## config.mk

```make
export PLATFORM = sky130hd
export DESIGN_NAME = ir_rx_ctrl
export DESIGN_NICKNAME = d
export VERILOG_FILES = /design/src/rtl/ir_rx_pkg.sv /design/src/rtl/ir_rx_fifo.sv /design/src/rtl/ir_rx_events.sv /design/src/rtl/ir_rx_ctrl.sv
export SDC_FILE = /design/constraint.sdc
export NUM_CORES = 1
export LEC_CHECK = 0
export ABC_AREA = 1
export BUFFER_PORTS_ARGS = -buffer_cell sky130_fd_sc_hd__buf_2
export CORE_ASPECT_RATIO = 1.1
export CORE_MARGIN = 2
export CORE_UTILIZATION = 58
export DETAILED_ROUTE_END_ITERATION = 6
export GPL_ROUTABILITY_DRIVEN = 0
export HOLD_SLACK_MARGIN = 0.1
export PLACE_DENSITY_LB_ADDON = 0.05
export SLEW_MARGIN = 0
export SYNTH_ARGS = -nofsm -noshare
export SYNTH_HDL_FRONTEND = slang
export SYNTH_SLANG_ARGS = --single-unit
```

## constraint.sdc

```tcl
create_clock -name clk -period 3.9 [get_ports clk]
set_input_delay 0.39 -clock clk [delete_from_list [all_inputs] [get_ports clk]]
set_output_delay 0.39 -clock clk [all_outputs]
set_load 0.05 [all_outputs]
```

## src/rtl/ir_rx_pkg.sv

```systemverilog
package ir_rx_pkg;
  localparam logic [7:0] OFS_CTRL  = 8'h00;
  localparam logic [7:0] OFS_RXCFG = 8'h10;
  localparam logic [7:0] OFS_DATA  = 8'h20;
  localparam logic [7:0] OFS_IEN   = 8'h2C;
  localparam logic [7:0] OFS_STAT  = 8'h30;
  localparam logic [7:0] OFS_SAMP  = 8'h34;

  localparam int BIT_OVF   = 0;
  localparam int BIT_PEND  = 1;
  localparam int BIT_AVAIL = 4;
  localparam int FIELD_LSB = 8;

  localparam int NUM_EV = 3;
  // event vector order: [0] overflow, [1] packet end, [2] data available
  typedef logic [NUM_EV-1:0] ev_vec_t;
endpackage

```

## src/rtl/ir_rx_fifo.sv

```systemverilog
module ir_rx_fifo #(
  parameter int DEPTH = 16,
  parameter int DW    = 8,
  localparam int AW   = $clog2(DEPTH),
  localparam int CW   = AW + 1
) (
  input  logic          clk,
  input  logic          rst_n,
  input  logic          flush,
  input  logic          push,
  input  logic [DW-1:0] wdata,
  input  logic          pop,
  output logic [DW-1:0] head,
  output logic [CW-1:0] count,
  output logic          empty,
  output logic          dropped
);
  logic [DW-1:0] mem [DEPTH];
  logic [AW-1:0] wptr, rptr;
  logic          full, do_pop, do_push;

  assign empty   = (count == '0);
  assign full    = (count == CW'(DEPTH));
  assign do_pop  = pop & ~empty & ~flush;
  assign do_push = push & (~full | do_pop) & ~flush;
  assign dropped = push & full & ~do_pop & ~flush;
  assign head    = mem[rptr];

  always_ff @(posedge clk) begin
    if (do_push) mem[wptr] <= wdata;
  end

  always_ff @(posedge clk) begin
    if (!rst_n || flush) begin
      wptr  <= '0;
      rptr  <= '0;
      count <= '0;
    end else begin
      if (do_push) wptr <= wptr + 1'b1;
      if (do_pop)  rptr <= rptr + 1'b1;
      case ({do_push, do_pop})
        2'b10:   count <= count + 1'b1;
        2'b01:   count <= count - 1'b1;
        default: count <= count;
      endcase
    end
  end
endmodule

```

## src/rtl/ir_rx_events.sv

```systemverilog
module ir_rx_events
  import ir_rx_pkg::*;
(
  input  logic    clk,
  input  logic    rst_n,
  input  ev_vec_t set_ev,
  input  ev_vec_t clr_ev,
  input  ev_vec_t en_ev,
  output ev_vec_t flags,
  output logic    irq
);
  ev_vec_t hit;

  for (genvar i = 0; i < NUM_EV; i++) begin : g_flag
    always_ff @(posedge clk) begin
      if (!rst_n)          flags[i] <= 1'b0;
      else if (set_ev[i])  flags[i] <= 1'b1;
      else if (clr_ev[i])  flags[i] <= 1'b0;
    end
    assign hit[i] = flags[i] & en_ev[i];
  end

  assign irq = |hit;
endmodule

```

## src/rtl/ir_rx_ctrl.sv

```systemverilog
module ir_rx_ctrl
  import ir_rx_pkg::*;
#(
  parameter int DEPTH = 16
) (
  input  logic        clk,
  input  logic        rst_n,
  input  logic        in_valid,
  output logic        in_ready,
  input  logic [7:0]  in_data,
  input  logic        pkt_end,
  input  logic        reg_wr,
  input  logic        reg_rd,
  input  logic [7:0]  reg_addr,
  input  logic [31:0] reg_wdata,
  output logic [31:0] reg_rdata,
  output logic        irq,
  output logic        rx_active,
  output logic [1:0]  cfg_mode,
  output logic        cfg_pol_inv,
  output logic [5:0]  cfg_noise_thr,
  output logic [7:0]  cfg_idle_thr
);
  localparam int AW = $clog2(DEPTH);
  localparam int CW = AW + 1;

  logic          gen_q, rxen_q, pol_q;
  logic [1:0]    mode_q;
  logic [5:0]    nthr_q;
  logic [7:0]    ithr_q;
  ev_vec_t       ien_q;
  logic [AW-1:0] trig_q;

  logic          push, pop, flush, f_empty, f_drop;
  logic [7:0]    f_head;
  logic [CW-1:0] f_count;
  ev_vec_t       set_ev, clr_ev, flags;

  logic wr_ctrl, wr_rxcfg, wr_ien, wr_stat, wr_samp;
  assign wr_ctrl  = reg_wr && (reg_addr == OFS_CTRL);
  assign wr_rxcfg = reg_wr && (reg_addr == OFS_RXCFG);
  assign wr_ien   = reg_wr && (reg_addr == OFS_IEN);
  assign wr_stat  = reg_wr && (reg_addr == OFS_STAT);
  assign wr_samp  = reg_wr && (reg_addr == OFS_SAMP);

  logic unused_wbits;
  assign unused_wbits = ^{reg_wdata[31:16], reg_wdata[3]};

  always_ff @(posedge clk) begin
    if (!rst_n) begin
      gen_q  <= 1'b0;
      rxen_q <= 1'b0;
      mode_q <= '0;
      pol_q  <= 1'b0;
      nthr_q <= '0;
      ithr_q <= '0;
      ien_q  <= '0;
      trig_q <= '0;
    end else begin
      if (wr_ctrl) begin
        gen_q  <= reg_wdata[0];
        rxen_q <= reg_wdata[1];
        mode_q <= reg_wdata[5:4];
      end
      if (wr_rxcfg) pol_q <= reg_wdata[2];
      if (wr_samp) begin
        nthr_q <= reg_wdata[7:2];
        ithr_q <= reg_wdata[15:8];
      end
      if (wr_ien) begin
        ien_q  <= {reg_wdata[BIT_AVAIL], reg_wdata[BIT_PEND], reg_wdata[BIT_OVF]};
        trig_q <= reg_wdata[FIELD_LSB +: AW];
      end
    end
  end

  assign rx_active     = gen_q & rxen_q;
  assign in_ready      = rx_active;
  assign cfg_mode      = mode_q;
  assign cfg_pol_inv   = pol_q;
  assign cfg_noise_thr = nthr_q;
  assign cfg_idle_thr  = ithr_q;

  assign push  = in_valid & in_ready;
  assign pop   = reg_rd && (reg_addr == OFS_DATA);
  assign flush = ~gen_q;

  ir_rx_fifo #(.DEPTH(DEPTH), .DW(8)) u_fifo (
    .clk     (clk),
    .rst_n   (rst_n),
    .flush   (flush),
    .push    (push),
    .wdata   (in_data),
    .pop     (pop),
    .head    (f_head),
    .count   (f_count),
    .empty   (f_empty),
    .dropped (f_drop)
  );

  assign set_ev[0] = f_drop;
  assign set_ev[1] = pkt_end & rx_active;
  assign set_ev[2] = (f_count > {1'b0, trig_q});
  assign clr_ev    = wr_stat ? {reg_wdata[BIT_AVAIL], reg_wdata[BIT_PEND], reg_wdata[BIT_OVF]}
                             : '0;

  ir_rx_events u_events (
    .clk    (clk),
    .rst_n  (rst_n),
    .set_ev (set_ev),
    .clr_ev (clr_ev),
    .en_ev  (ien_q),
    .flags  (flags),
    .irq    (irq)
  );

  always_comb begin
    reg_rdata = '0;
    if (reg_rd) begin
      case (reg_addr)
        OFS_CTRL: begin
          reg_rdata[0]   = gen_q;
          reg_rdata[1]   = rxen_q;
          reg_rdata[5:4] = mode_q;
        end
        OFS_RXCFG: reg_rdata[2] = pol_q;
        OFS_DATA:  reg_rdata[7:0] = f_empty ? 8'h00 : f_head;
        OFS_IEN: begin
          reg_rdata[BIT_OVF]           = ien_q[0];
          reg_rdata[BIT_PEND]          = ien_q[1];
          reg_rdata[BIT_AVAIL]         = ien_q[2];
          reg_rdata[FIELD_LSB +: AW]   = trig_q;
        end
        OFS_STAT: begin
          reg_rdata[BIT_OVF]           = flags[0];
          reg_rdata[BIT_PEND]          = flags[1];
          reg_rdata[BIT_AVAIL]         = flags[2];
          reg_rdata[FIELD_LSB +: CW]   = f_count;
        end
        OFS_SAMP: begin
          reg_rdata[7:2]  = nthr_q;
          reg_rdata[15:8] = ithr_q;
        end
        default: reg_rdata = '0;
      endcase
    end
  end
endmodule

```

# After elaboration in Yosys (flattened, before gate mapping)
# Memories as Yosys holds them, arrays and structs flattened. A register that Yosys moved wholly into a read port is not among the register bits.
# Cells that the tools add are included.
[classes] addsub=4 magnitude_cmp=1 eq_ne=8 mux=23 bitwise=18 n_reduce_logical=15
[op_table] cell="8-bit by 6-bit equality test with 1-bit output, second input constant" count=4
[op_table] cell="16-bit 2-to-1 mux" count=1
[op_table] cell="1-bit AND" count=13
[op_table] cell="4-bit case mux with 3 select lines" count=1
[op_table] cell="5-bit case mux with 2 select lines" count=1
[op_table] cell="4-bit by 1-bit adder with 4-bit output, second input constant" count=2
[op_table] cell="8-bit by 5-bit equality test with 1-bit output, second input constant" count=1
[op_table] cell="8-bit zero test" count=1
[op_table] cell="1-bit 2-to-1 mux" count=8
[op_table] cell="4-bit 2-to-1 mux" count=2
[op_table] cell="8-bit 2-to-1 mux" count=1
[op_table] cell="2-bit case mux with 4 select lines" count=1
[op_table] cell="2-bit nonzero test" count=4
[op_table] cell="1-bit logical AND" count=6
[op_table] cell="3-bit 2-to-1 mux" count=2
[op_table] cell="1-bit case mux with 3 select lines" count=2
[op_table] cell="5-bit by 1-bit adder with 5-bit output, second input constant" count=1
[op_table] cell="5-bit equality test, second input constant" count=1
[op_table] cell="5-bit by 4-bit greater-than comparator with 1-bit output" count=1
[op_table] cell="5-bit zero test" count=1
[op_table] cell="1-bit case mux with 5 select lines" count=1
[op_table] cell="5-bit by 1-bit subtractor with 5-bit output, second input constant" count=1
[op_table] cell="1-bit inverter" count=4
[op_table] cell="1-bit case mux with 2 select lines" count=2
[op_table] cell="other kinds (7)" count=7
[totals] reg_bits=42 ramBits=128 in_bits=54 output_inout_bits=52 memories=1
[mem_list] memory="u_fifo.mem" depth=16 width=8 rd=1 rd_ports_with_merged_regs=1 wr=1 line_no="ir_rx_fifo.sv:18" source="logic [DW-1:0] mem [DEPTH];"

# Longest topological paths before layout
# Gate-level depths: netlist (run 1).
[depth] word_depth=9 depth_mapped=17 mapped_depth_nobuf=17

# Cells and area by module
# A second synthesis (run 1) with hierarchy kept.
[hier_totals] cells_unflattened=861 hier_area_um2=8220.4
[modules_own_cells] mod="ir_rx_fifo" instances=1 cells_each=550 area_each_um2=6261.0 seq_area_each_um2=4184.0
[modules_own_cells] mod="ir_rx_ctrl" instances=1 cells_each=291 area_each_um2=1830.5 seq_area_each_um2=520.5
[modules_own_cells] mod="ir_rx_events" instances=1 cells_each=20 area_each_um2=128.9 seq_area_each_um2=60.1

# Least setup slack after synthesis (run 1)
# OpenSTA, ideal clock, no wires.
[synth_timing] path_type="register -> register" startpoint="register gen_q" endpoint="register u_fifo.count[4]" setup_ps=124 t_arrival_ps=2207 required_ps=3776 slack_ps=1569 path_stages_with_launch=17 n_path_buf=0 period_less_slack_ps=2331 cell_sequence="dfxtp_1 > nand2_1 > inv_1 > nand2_1 > inv_1 > nand2_4 > ha_1 > xor2_1 > ha_1 > inv_1 > nand2_1 > nand3_1 > nand2_1 > nand2_1 > nand2_1 > nand2_1 > a21oi_1"
[synth_between] elab_chain_len=6
[synth_lines] item="start: declaration" line_no="ir_rx_ctrl.sv:27" source="logic gen_q, rxen_q, pol_q;"
[synth_lines] item="start signal: assignment" line_no="ir_rx_ctrl.sv:61" source="gen_q <= reg_wdata[0];"
[synth_lines] item="1-bit AND (*)" line_no="ir_rx_ctrl.sv:77" source="assign rx_active = gen_q & rxen_q;"
[synth_lines] item="named net in_ready" line_no="ir_rx_ctrl.sv:9" source="output logic in_ready,"
[synth_lines] item="1-bit AND (*)" line_no="ir_rx_ctrl.sv:84" source="assign push = in_valid & in_ready;"
[synth_lines] item="1-bit AND (*) (2 in a row)" line_no="ir_rx_fifo.sv:25" source="assign do_push = push & (~full | do_pop) & ~flush;"
[synth_lines] item="2-bit by 1-bit equality test with 1-bit output / 2-bit equality test (equally long branches)" line_no="ir_rx_fifo.sv:41" source="case ({do_push, do_pop})"
[synth_lines] item="5-bit case mux with 2 select lines / 2-bit nonzero test (equally long branches)"
[synth_lines] item="end signal: assignment" line_no="ir_rx_fifo.sv:42" source="2'b10: count <= count + 1'b1;"
[synth_lines] item="end signal: assignment" line_no="ir_rx_fifo.sv:43" source="2'b01: count <= count - 1'b1;"
[synth_lines] item="end signal: assignment" line_no="ir_rx_fifo.sv:44" source="default: count <= count;"
[synth_lines] item="end: declaration" line_no="ir_rx_fifo.sv:14" source="output logic [CW-1:0] count,"
# The timed path passes the listed nets; every way through them passes the cells marked *.
# A chain may end at the register's enable or synchronous reset.

==> results of run 1 <==
## stage by stage
stage          power, W  cell area, um2  utilization  hold slack, ns
2_1_floorplan   0.00209            8290            -           0.439
3_3_place_gp    0.00212            8590        0.620           0.453
3_5_place_dp    0.00213            8590        0.620           0.451
4_1_cts         0.00395            9230        0.666           0.211
5_1_grt         0.00403            9230        0.666           0.241
6_report        0.00393            9230        0.666           0.233
## final cells by class
| class | count | share of cell area |
|---|---|---|
| clock buffers | 17 | 0.0461 |
| clock inverters | 15 | 0.0237 |
| inverters | 133 | 0.0549 |
| multi-input cells | 560 | 0.292 |
| flip-flops and latches | 174 | 0.516 |
| well taps | 188 | 0.0255 |
| repair buffers | 76 | 0.0420 |
## cells by family (layout without fill, tap and decap cells)
kind of cell | count (synthesis) | after routing
AO/OA/AOI/OAI | 114 | 114
XOR/XNOR | 8 | 8
adder cells (fa/ha/maj) | 12 | 12
buffers and inverters | 185 | 241
flip-flops | 174 | 174
other | 1 | 16
AND/OR/NAND/NOR | 410 | 410
## layer usage
layer / routed length (um) / track usage
met5: 0 / 0
met2: 9550 / 0.449
met3: 946 / 0.0412
met1: 7450 / 0.296
met4: 479 / 0.119
## registers in the layout, summed over array words and instances (netlist names), named ones only
signal          cells
rxen_q              1
gen_q               1
u_fifo.wptr         4
u_fifo.mem        128
cfg_pol_inv         1
cfg_mode            2
ien_q               3
u_fifo.rptr         4
u_fifo.count        5
cfg_idle_thr        8
cfg_noise_thr       6
trig_q              4
u_events.flags      3
## power groups by stage
| stage | logic (W) | clock network, W | registers, W |
|---|---|---|---|
| 3_5_place_dp | 0.000104 | 0 | 0.00202 |
| 2_1_floorplan | 0.0000675 | 0 | 0.00202 |
| 6_report | 0.000103 | 0.00185 | 0.00198 |
| 5_1_grt | 0.000112 | 0.00194 | 0.00198 |
| 3_3_place_gp | 0.0000998 | 0 | 0.00202 |
| 4_1_cts | 0.000104 | 0.00186 | 0.00198 |
## cells in the final DEF, fill, tap and decap left out, types with 5 or more instances in the layout
master     count
nand2_1      206
edfxtp_1     128
inv_1        126
nand3_1       96
nor2_1        82
buf_2         73
o21ai_0       51
dfxtp_1       45
a21oi_1       42
clkbuf_16     17
conb_1        16
ha_1          12
o21ai_1       10
o211ai_1       9
xor2_1         7
nand2_4        6
inv_2          6
nor3_1         5
bufinv_16      5
## cell usage after synthesis
cell / count
o211ai_1: 9
nand3_2: 1
inv_1: 126
nand2_4: 6
a31oi_1: 1
xnor2_1: 1
nand4_2: 1
nor2_1: 82
nand2_1: 206
nand3_1: 96
buf_1: 1
o221ai_1: 1
buf_6: 5
nor2_4: 4
buf_2: 12
o21ai_1: 10
nand2b_1: 1
nor3_1: 5
ha_1: 12
inv_8: 1
clkbuf_2: 1
nand4_1: 2
nand2_2: 2
xor2_1: 7
nand3_4: 3
inv_2: 6
buf_4: 22
a21oi_1: 42
nand3b_1: 1
clkbuf_1: 11
dfxtp_1: 46
o21ai_0: 51
edfxtp_1: 128
conb_1: 1
## worst max-delay path, stage by stage, from the launching register on
cell and delay [ns]:
dfxtp_2 0.32, inv_2 0.70, nand2_1 0.10, nand2_1 0.09, nand2_1 0.05, nand3_1 0.08, nand3_1 0.13, nand2_1 0.12
nand2_1 0.07, a21oi_1 0.17, buf_2 0.30
## worst min path at each step
stage / from / endpoint / slack, ns / cells past startpoint
floorplan: u_events.flags[1] / u_events.flags[1] / 0.44 / 2
global placement: cfg_idle_thr[7] / cfg_idle_thr[7] / 0.45 / 2
detailed placement: cfg_pol_inv / cfg_pol_inv / 0.45 / 2
CTS: pkt_end / u_events.flags[1] / 0.21 / 3
global route: pkt_end / u_events.flags[1] / 0.24 / 3
finish: pkt_end / u_events.flags[1] / 0.23 / 3
==> results.md, run 1 <==
Outcome:
- The run finished with clean final reports.

Timing:
- In the finished design, the share of the clock period the worst path needs comes to 0.761.
- The final hold violation count is 0.
- Setup violations remaining at the end of the flow were counted as 0.
- For the pin with the worst max-slew slack, the measured transition is 1.01 ns.
- Adding up every negative setup slack in the final design gives 0 ns.
- The final period demand of the worst path is 2.97 ns.
- The remaining max-slew budget at the tightest pin is 0.329.
- The final number of max-transition violations was 0.
- Setup repair after global routing left no endpoint under its margin.
- Based on the critical path, the design can be clocked at up to 337 MHz.
- The clock arrives with 0.00823 ns of skew.
- Setup slack closes at 0.931 ns.

Layout:
- In the final layout, flip-flops and latches occupy 4770 um2.
- The number of fill cells is 1116.
- In the final layout, the multi-input gates occupy 2690 um2.
- The net count reported at finish is 1028.
- The finished layout holds 1163 standard cells, fillers aside.
- The repair_antennas step left the layout with diodes totalling 0.
- The area growth from synthesis to layout is 12.1%.
- The fraction of layout cells with a size suffix above 1 is 0.135.

Power and ir drop:
- The net switching power figure is 0.000794 W.
- The worst-case vdd ir drop is 274 uV.
- Of the total power, registers draw 0.504.
- Of the total power, combinational logic draws 0.026.
- The share of total power dissipated in the clock network is 0.469.
- Power spread over the standard cell area amounts to 426 nW/um2.
- The static power due to leakage is 3.88 nW.
- Cell internal power was estimated by the tool at 0.00314 W.
- The switching portion of total power is 0.202.

Floorplan:
- The die outline height is 129 um.
- The x dimension of the die is 118 um.
- For this configuration, the core starts out at a cell density of 0.595.
- The die outline area is 15200 um2.
- The number of top-level design ports is 106.
- In this run the standard cell core region covers 13900 um2.
- The site row count is 45.

Route:
- The final layout contains routed wiring with a total length of 18400 um.
- The routed wirelength normalized by instance count is 15.8 um.
- Using the TritonRoute via totals, the vias-per-cell ratio works out to 5.27.
- The pre-antenna-repair detailed-routing pass consisted of 5 iterations.
- The remaining antenna violation count is 0.
- The count of routing violations after the opening detailed-route iteration is 417.
- The via total after detailed routing is 6127.
- The DRC violation count after routing is 0.

Logic synthesis:
- The count of yosys warnings during synthesis is 0.
- The simple logic cell fraction of the synthesized area is 0.220.
- Of the total synthesized cell area, the portion taken by XOR and XNOR cells is 0.00851.
- The mean area per synthesized cell is 9.11 um2.
- The portion of netlist area occupied by mux cells is 0.
- The cell accounting for the most synthesized area is edfxtp_1.
- Synthesis inferred 174 register bits.
- For this run, the register share of the synthesized area comes to 0.578.
- The synthesized netlist cell count is 904.
- The number of different library cells used by synthesis comes to 34.
- The share of synthesized cell area in full adder, half adder and majority cells is 0.0182.
- The complex-gate fraction of the synthesized area is 0.0726.
- The share of synthesized area in the top cell type comes to 0.467.
- By area the synthesized netlist is led by edfxtp_1, dfxtp_1, nand2_1.
- The combinational family with the most area after synthesis is simple AND/OR/NAND/NOR gates.
- The post-synthesis instance area is 8240 um2.

Placed design:
- The number of buffers added on ports is 73.
- Detailed placement finished with a half-perimeter wire length of 12300 um.
- The pre-CTS worst setup slack is 1.25 ns.
- The number of placed instances, taps included, is 1131.

Clocking:
- The clock insertion delay at the later pin of the skew report is 0.42 ns.
- Once the clock tree was built, the resizer swapped 0 gates to a different size.
- The post-CTS clock slew at the launch and capture registers of the worst setup and hold paths is 0.06 ns.
- The number of H-tree levels is 4.
- The number of buffers inserted for hold repair after clock tree synthesis is 0.
- The longest clock path from root to sink contains 2 buffers.
- TritonCTS built the clock tree.
- The total CTS buffers is 17.
- The clock tree root buffer cell is clkbuf_16.
- The number of sinks on the clock net is 174.
- After clock tree synthesis, the setup repair step added 0 buffers.

Min path:
- The classification of the worst-slack hold path is in -> reg.

Worst setup path:
- The worst setup path is launched from a flip-flop.
- The type of the setup path with the least slack is reg -> out.
- The capturing element of the worst setup path is reg_rdata[1].
- The startpoint identified for the worst register-to-register timing path is u_fifo.count[3].
- The worst-case reg-to-reg path depth is 16.
- The data required time of the worst path is 3.51 ns.
- Across all register-to-register paths, the minimum setup slack is 1.39 ns.
- The worst endpoint data arrival time is 2.58 ns.
- In this run the worst path has a maximum fanout of 57.
- The kind of end point of the critical path is an output pin.
- The endpoint identified for the worst register-to-register timing path is u_fifo.count[4].

Global route:
- The global router's overall resource usage is 0.250.
- The first global-routing pass estimated 29500 um of wire.
- For this run the aggregate overflow at the end of global routing stands at 0.
- The maximum number of pins on one net before global-route repair is 72.
- The via count of the first global-routing pass is 5955.
- The number of antenna violations at the first check in global routing is 0.

Run:
- Max-cap violations in this run came to 0.
Power figures use the tool's default switching activity.
==> run 2: changes to the inputs <==
--- a/config.mk
+++ b/config.mk
@@ -9,7 +9,7 @@
 export BUFFER_PORTS_ARGS = -buffer_cell sky130_fd_sc_hd__buf_2
 export CORE_ASPECT_RATIO = 1.1
 export CORE_MARGIN = 2
-export CORE_UTILIZATION = 58
+export CORE_UTILIZATION = 52
 export DETAILED_ROUTE_END_ITERATION = 6
 export GPL_ROUTABILITY_DRIVEN = 0
 export HOLD_SLACK_MARGIN = 0.1
==> constraint.sdc (replaced) <==
create_clock -name clk -period 2.7 [get_ports clk]
set_input_delay 0.27 -clock clk [delete_from_list [all_inputs] [get_ports clk]]
set_output_delay 0.27 -clock clk [all_outputs]
set_load 0.05 [all_outputs]
==> run 2 against run 1 <==
  * Combinational power is 49% higher
  * First-iteration DRC count is 9.8% higher
  * Register-to-register slack worse by 1.1 ns
  * Sequential cell count stayed put
  * Die area is 11% higher
  * Largest cell class unchanged
==> results.md, run 2 (synthesized netlist as in run 1, its figures left out) <==
Global route:
- The maximum number of pins on one net before global-route repair is 72 (unchanged).
- The global routing usage on met2 is 0.424 (-0.0250).
- The met1 global-route usage came to 0.301 (+0.00454).
- The global router's overall resource usage came to 0.243 (-0.00678).
- The leftover overflow at the end of global routing is 0 (unchanged).
- The wire length of the first global-routing pass is 30800 um (+4.5%).
- The number of antenna violations at the first check in global routing came to 0 (unchanged).
- The via count of the first global-routing pass is 6082 (+2.1%).
- The highest-utilization routing layer at the global route stage is met2.
- The met3 usage in global routing was 0.0461 (+0.00492).

Floorplan:
- The site row count was 48 (+6.7%).
- The core region area is 15600 um2 (+13%).
- The die outline height is 136 um (+5.4%).
- The number of top-level design ports was 106 (unchanged).
- The die outline area is 16900 um2 (+11%).
- The initial standard-cell utilization of the core is 0.528 (-0.0672).
- The x dimension of the die is 124 um (+5.4%).

Layout:
- The area occupied by registers is 4770 um2 (unchanged).
- The net count reported at finish came to 1048 (+1.9%).
- The core utilization of the finished layout was 0.601 (-0.0657).
- More flip-flops sit in one register than any other, and that register is u_fifo.mem.
- The antenna diode count was 0 (unchanged).
- The number of flip-flops in the largest register was 128 (unchanged).
- Relative to the synthesized area, the layout overhead comes to 13.9%.
- The library cell used most frequently in the layout, excluding fill and tap cells, is nand2_1.
- The fraction of layout cells with a size suffix above 1 came to 0.147 (+0.0113).
- The number of fill cells is 1395 (+25%).
- In the layout the commonest cells are nand2_1, edfxtp_1, inv_1, nand3_1, nor2_1.
- The multi-input combinational cell area is 2690 um2 (about the same).

Route:
- The DRC violation count after routing is 0 (unchanged).
- The count of routing violations after the opening detailed-route iteration is 458 (+9.8%).
- The count of TritonRoute iterations in the first routing pass came to 7 (+2).
- The routed wirelength normalized by instance count was 16.2 um (+2.0%).
- The via total after detailed routing is 6214 (+1.4%).
- The via density per instance is 5.20 (-1.3%).
- The routed wire length is 19300 um (+4.8%).
- The remaining antenna violation count is 0 (unchanged).

Placed design:
- The pre-CTS worst setup slack is 0.178 ns (-1.07 ns).
- The number of buffers added on ports came to 73 (unchanged).
- The half-perimeter wire length after placement is 13100 um (+6.6%).

Timing:
- The part of the cycle the worst path needs is 0.944.
- The remaining max-slew budget at the tightest pin is 0.544 (+0.215).
- The total negative slack came to 0 ns (unchanged).
- The final period demand of the worst path is 2.55 ns.
- The actual transition at the worst max-transition pin is 0.683 ns (-0.324 ns).
- The smallest setup slack after layout was 0.151 ns (-0.780 ns).
- Setup repair after global routing left no endpoint under its margin.
- Timing would allow up to 392 MHz.
- The final hold violation count is 0 (unchanged).
- The worst hold slack is 0.117 ns (-0.116 ns).
- The final number of max-transition violations came to 0 (unchanged).
- The clock tree skew after final layout came to 0.00586 ns (-0.00237 ns).
- The count of endpoints failing setup in the final report was 0 (unchanged).

Worst setup path:
- The type of the setup path with the least slack is reg -> out.
- STA classifies the critical path endpoint as an output pin.
- Traced cell by cell, the critical path runs through inv_2 > buf_12 > nand3_1 > nand3_1 > nand3_1 > nand2_1 > nand2_1 > a21oi_1 > buf_2.
- The cell that appears most often on the critical path is nand3_1.
- The critical path's largest stage delay is 0.33 ns (-0.37 ns).
- The worst endpoint data arrival time is 2.28 ns (-0.30 ns).
- The data required time of the worst path came to 2.43 ns (-1.08 ns).
- The critical path's slowest cell is dfxtp_1.
- The startpoint kind of the worst setup timing path is a flip-flop.
- The worst setup slack for register-to-register paths was 0.25 ns (-1.14 ns).
- The critical-path maximum fanout is 25 (-56%).

Power and ir drop:
- The share of total power in sequential cells is 0.526 (+0.022).
- The internal power of the cells is 0.00434 W (+38%).
- The part of the power in the clock network is 0.446 (-0.023).
- The static power due to leakage was 3.96 nW (+2.0%).
- The proportion of power drawn by combinational gates came to 0.028 (+0.002).
- The switching portion of total power was 0.203 (+0.00125).
- The worst-case vdd ir drop came to 410 uV (+50%).
- The power density of the placed cells is 580 nW/um2 (+36%).
- The net switching power figure came to 0.00111 W (+39%).

Clocking:
- The number of H-tree levels is 4 (unchanged).
- The number of sinks on the clock net is 174 (unchanged).
- The total CTS buffers came to 17 (unchanged).
- The number of buffers added for setup after CTS is 0 (unchanged).
- The root buffer cell chosen for the clock tree is clkbuf_16.
- The post-CTS clock slew at the launch and capture registers of the worst setup and hold paths came to 0.06 ns (about the same).
- TritonCTS built the clock tree.
- The largest buffer count on any clock path is 2 (unchanged).
- The clock insertion delay at the later pin of the skew report is 0.42 ns (about the same).

Run:
- The number of max-cap violations came to 0 (unchanged).

Min path:
- The classification of the worst-slack hold path is in -> reg.

Outcome:
- The flow ran to the end, and the final reports show no timing, DRC or antenna violations.
[run 2: routing by layer]
| metal | wire length (um) | share of wire |
|---|---|---|
| met5 | 0 | 0 |
| met2 | 10000 | 0.52 |
| met4 | 400 | 0.021 |
| met3 | 897 | 0.046 |
| met1 | 7990 | 0.41 |
[run 2: power by group through the flow]
stage	sequential, W	clock, W	combinational (W)
finish	0.00286	0.00243	0.000153
global route	0.00286	0.00257	0.000168
CTS	0.00286	0.00246	0.000153
detailed placement	0.00292	0	0.000152
global placement	0.00292	0	0.000148
floorplan	0.00292	0	0.0000975
[run 2: final timing paths]
path	startpoint	to	cells past startpoint
worst max register to register	u_fifo.count[3]	u_fifo.count[4]	16
worst max-delay path	flip-flop	reg_rdata[1]	9
worst min-delay path	reg_wdata[12]	cfg_idle_thr[4]	3
worst min register to register	cfg_pol_inv	cfg_pol_inv	2
[run 2: worst max-delay path: cells and delay by family (launching register included)]
family	cells	cell delay (ns)
DFF	1	0.33
and+or+nand+nor	5	0.50
buffers and inverters	3	0.81
AOI/OAI and AO/OA	1	0.19
[run 2: cell type report]
class                      count  share of cell area
clock buffer                  20              0.0465
tap                          200              0.0267
sequential                   174               0.508
clock inverter                12              0.0155
timing repair buffer          96              0.0619
multi-input combinational    560               0.287
inverter                     133              0.0543
[run 2: stage by stage]
| stage | std cells | area (um2) | total power [W] |
|---|---|---|---|
| after floorplan | 919 | 8290 | 0.00302 |
| after detailed placement | 1162 | 8780 | 0.00307 |
| after global routing | 1195 | 9380 | 0.00561 |
| after global placement | 1162 | 8780 | 0.00307 |
| after CTS | 1195 | 9370 | 0.00547 |
| final | 1195 | 9380 | 0.00544 |
[run 2: what timing repair did]
item / 4_1_cts / 5_1_grt
hold buffers: 1 / 0
endpoints found under the setup margin: 0 / 6
resized for setup: 0 / 4
endpoints found under the hold margin: 1 / 0
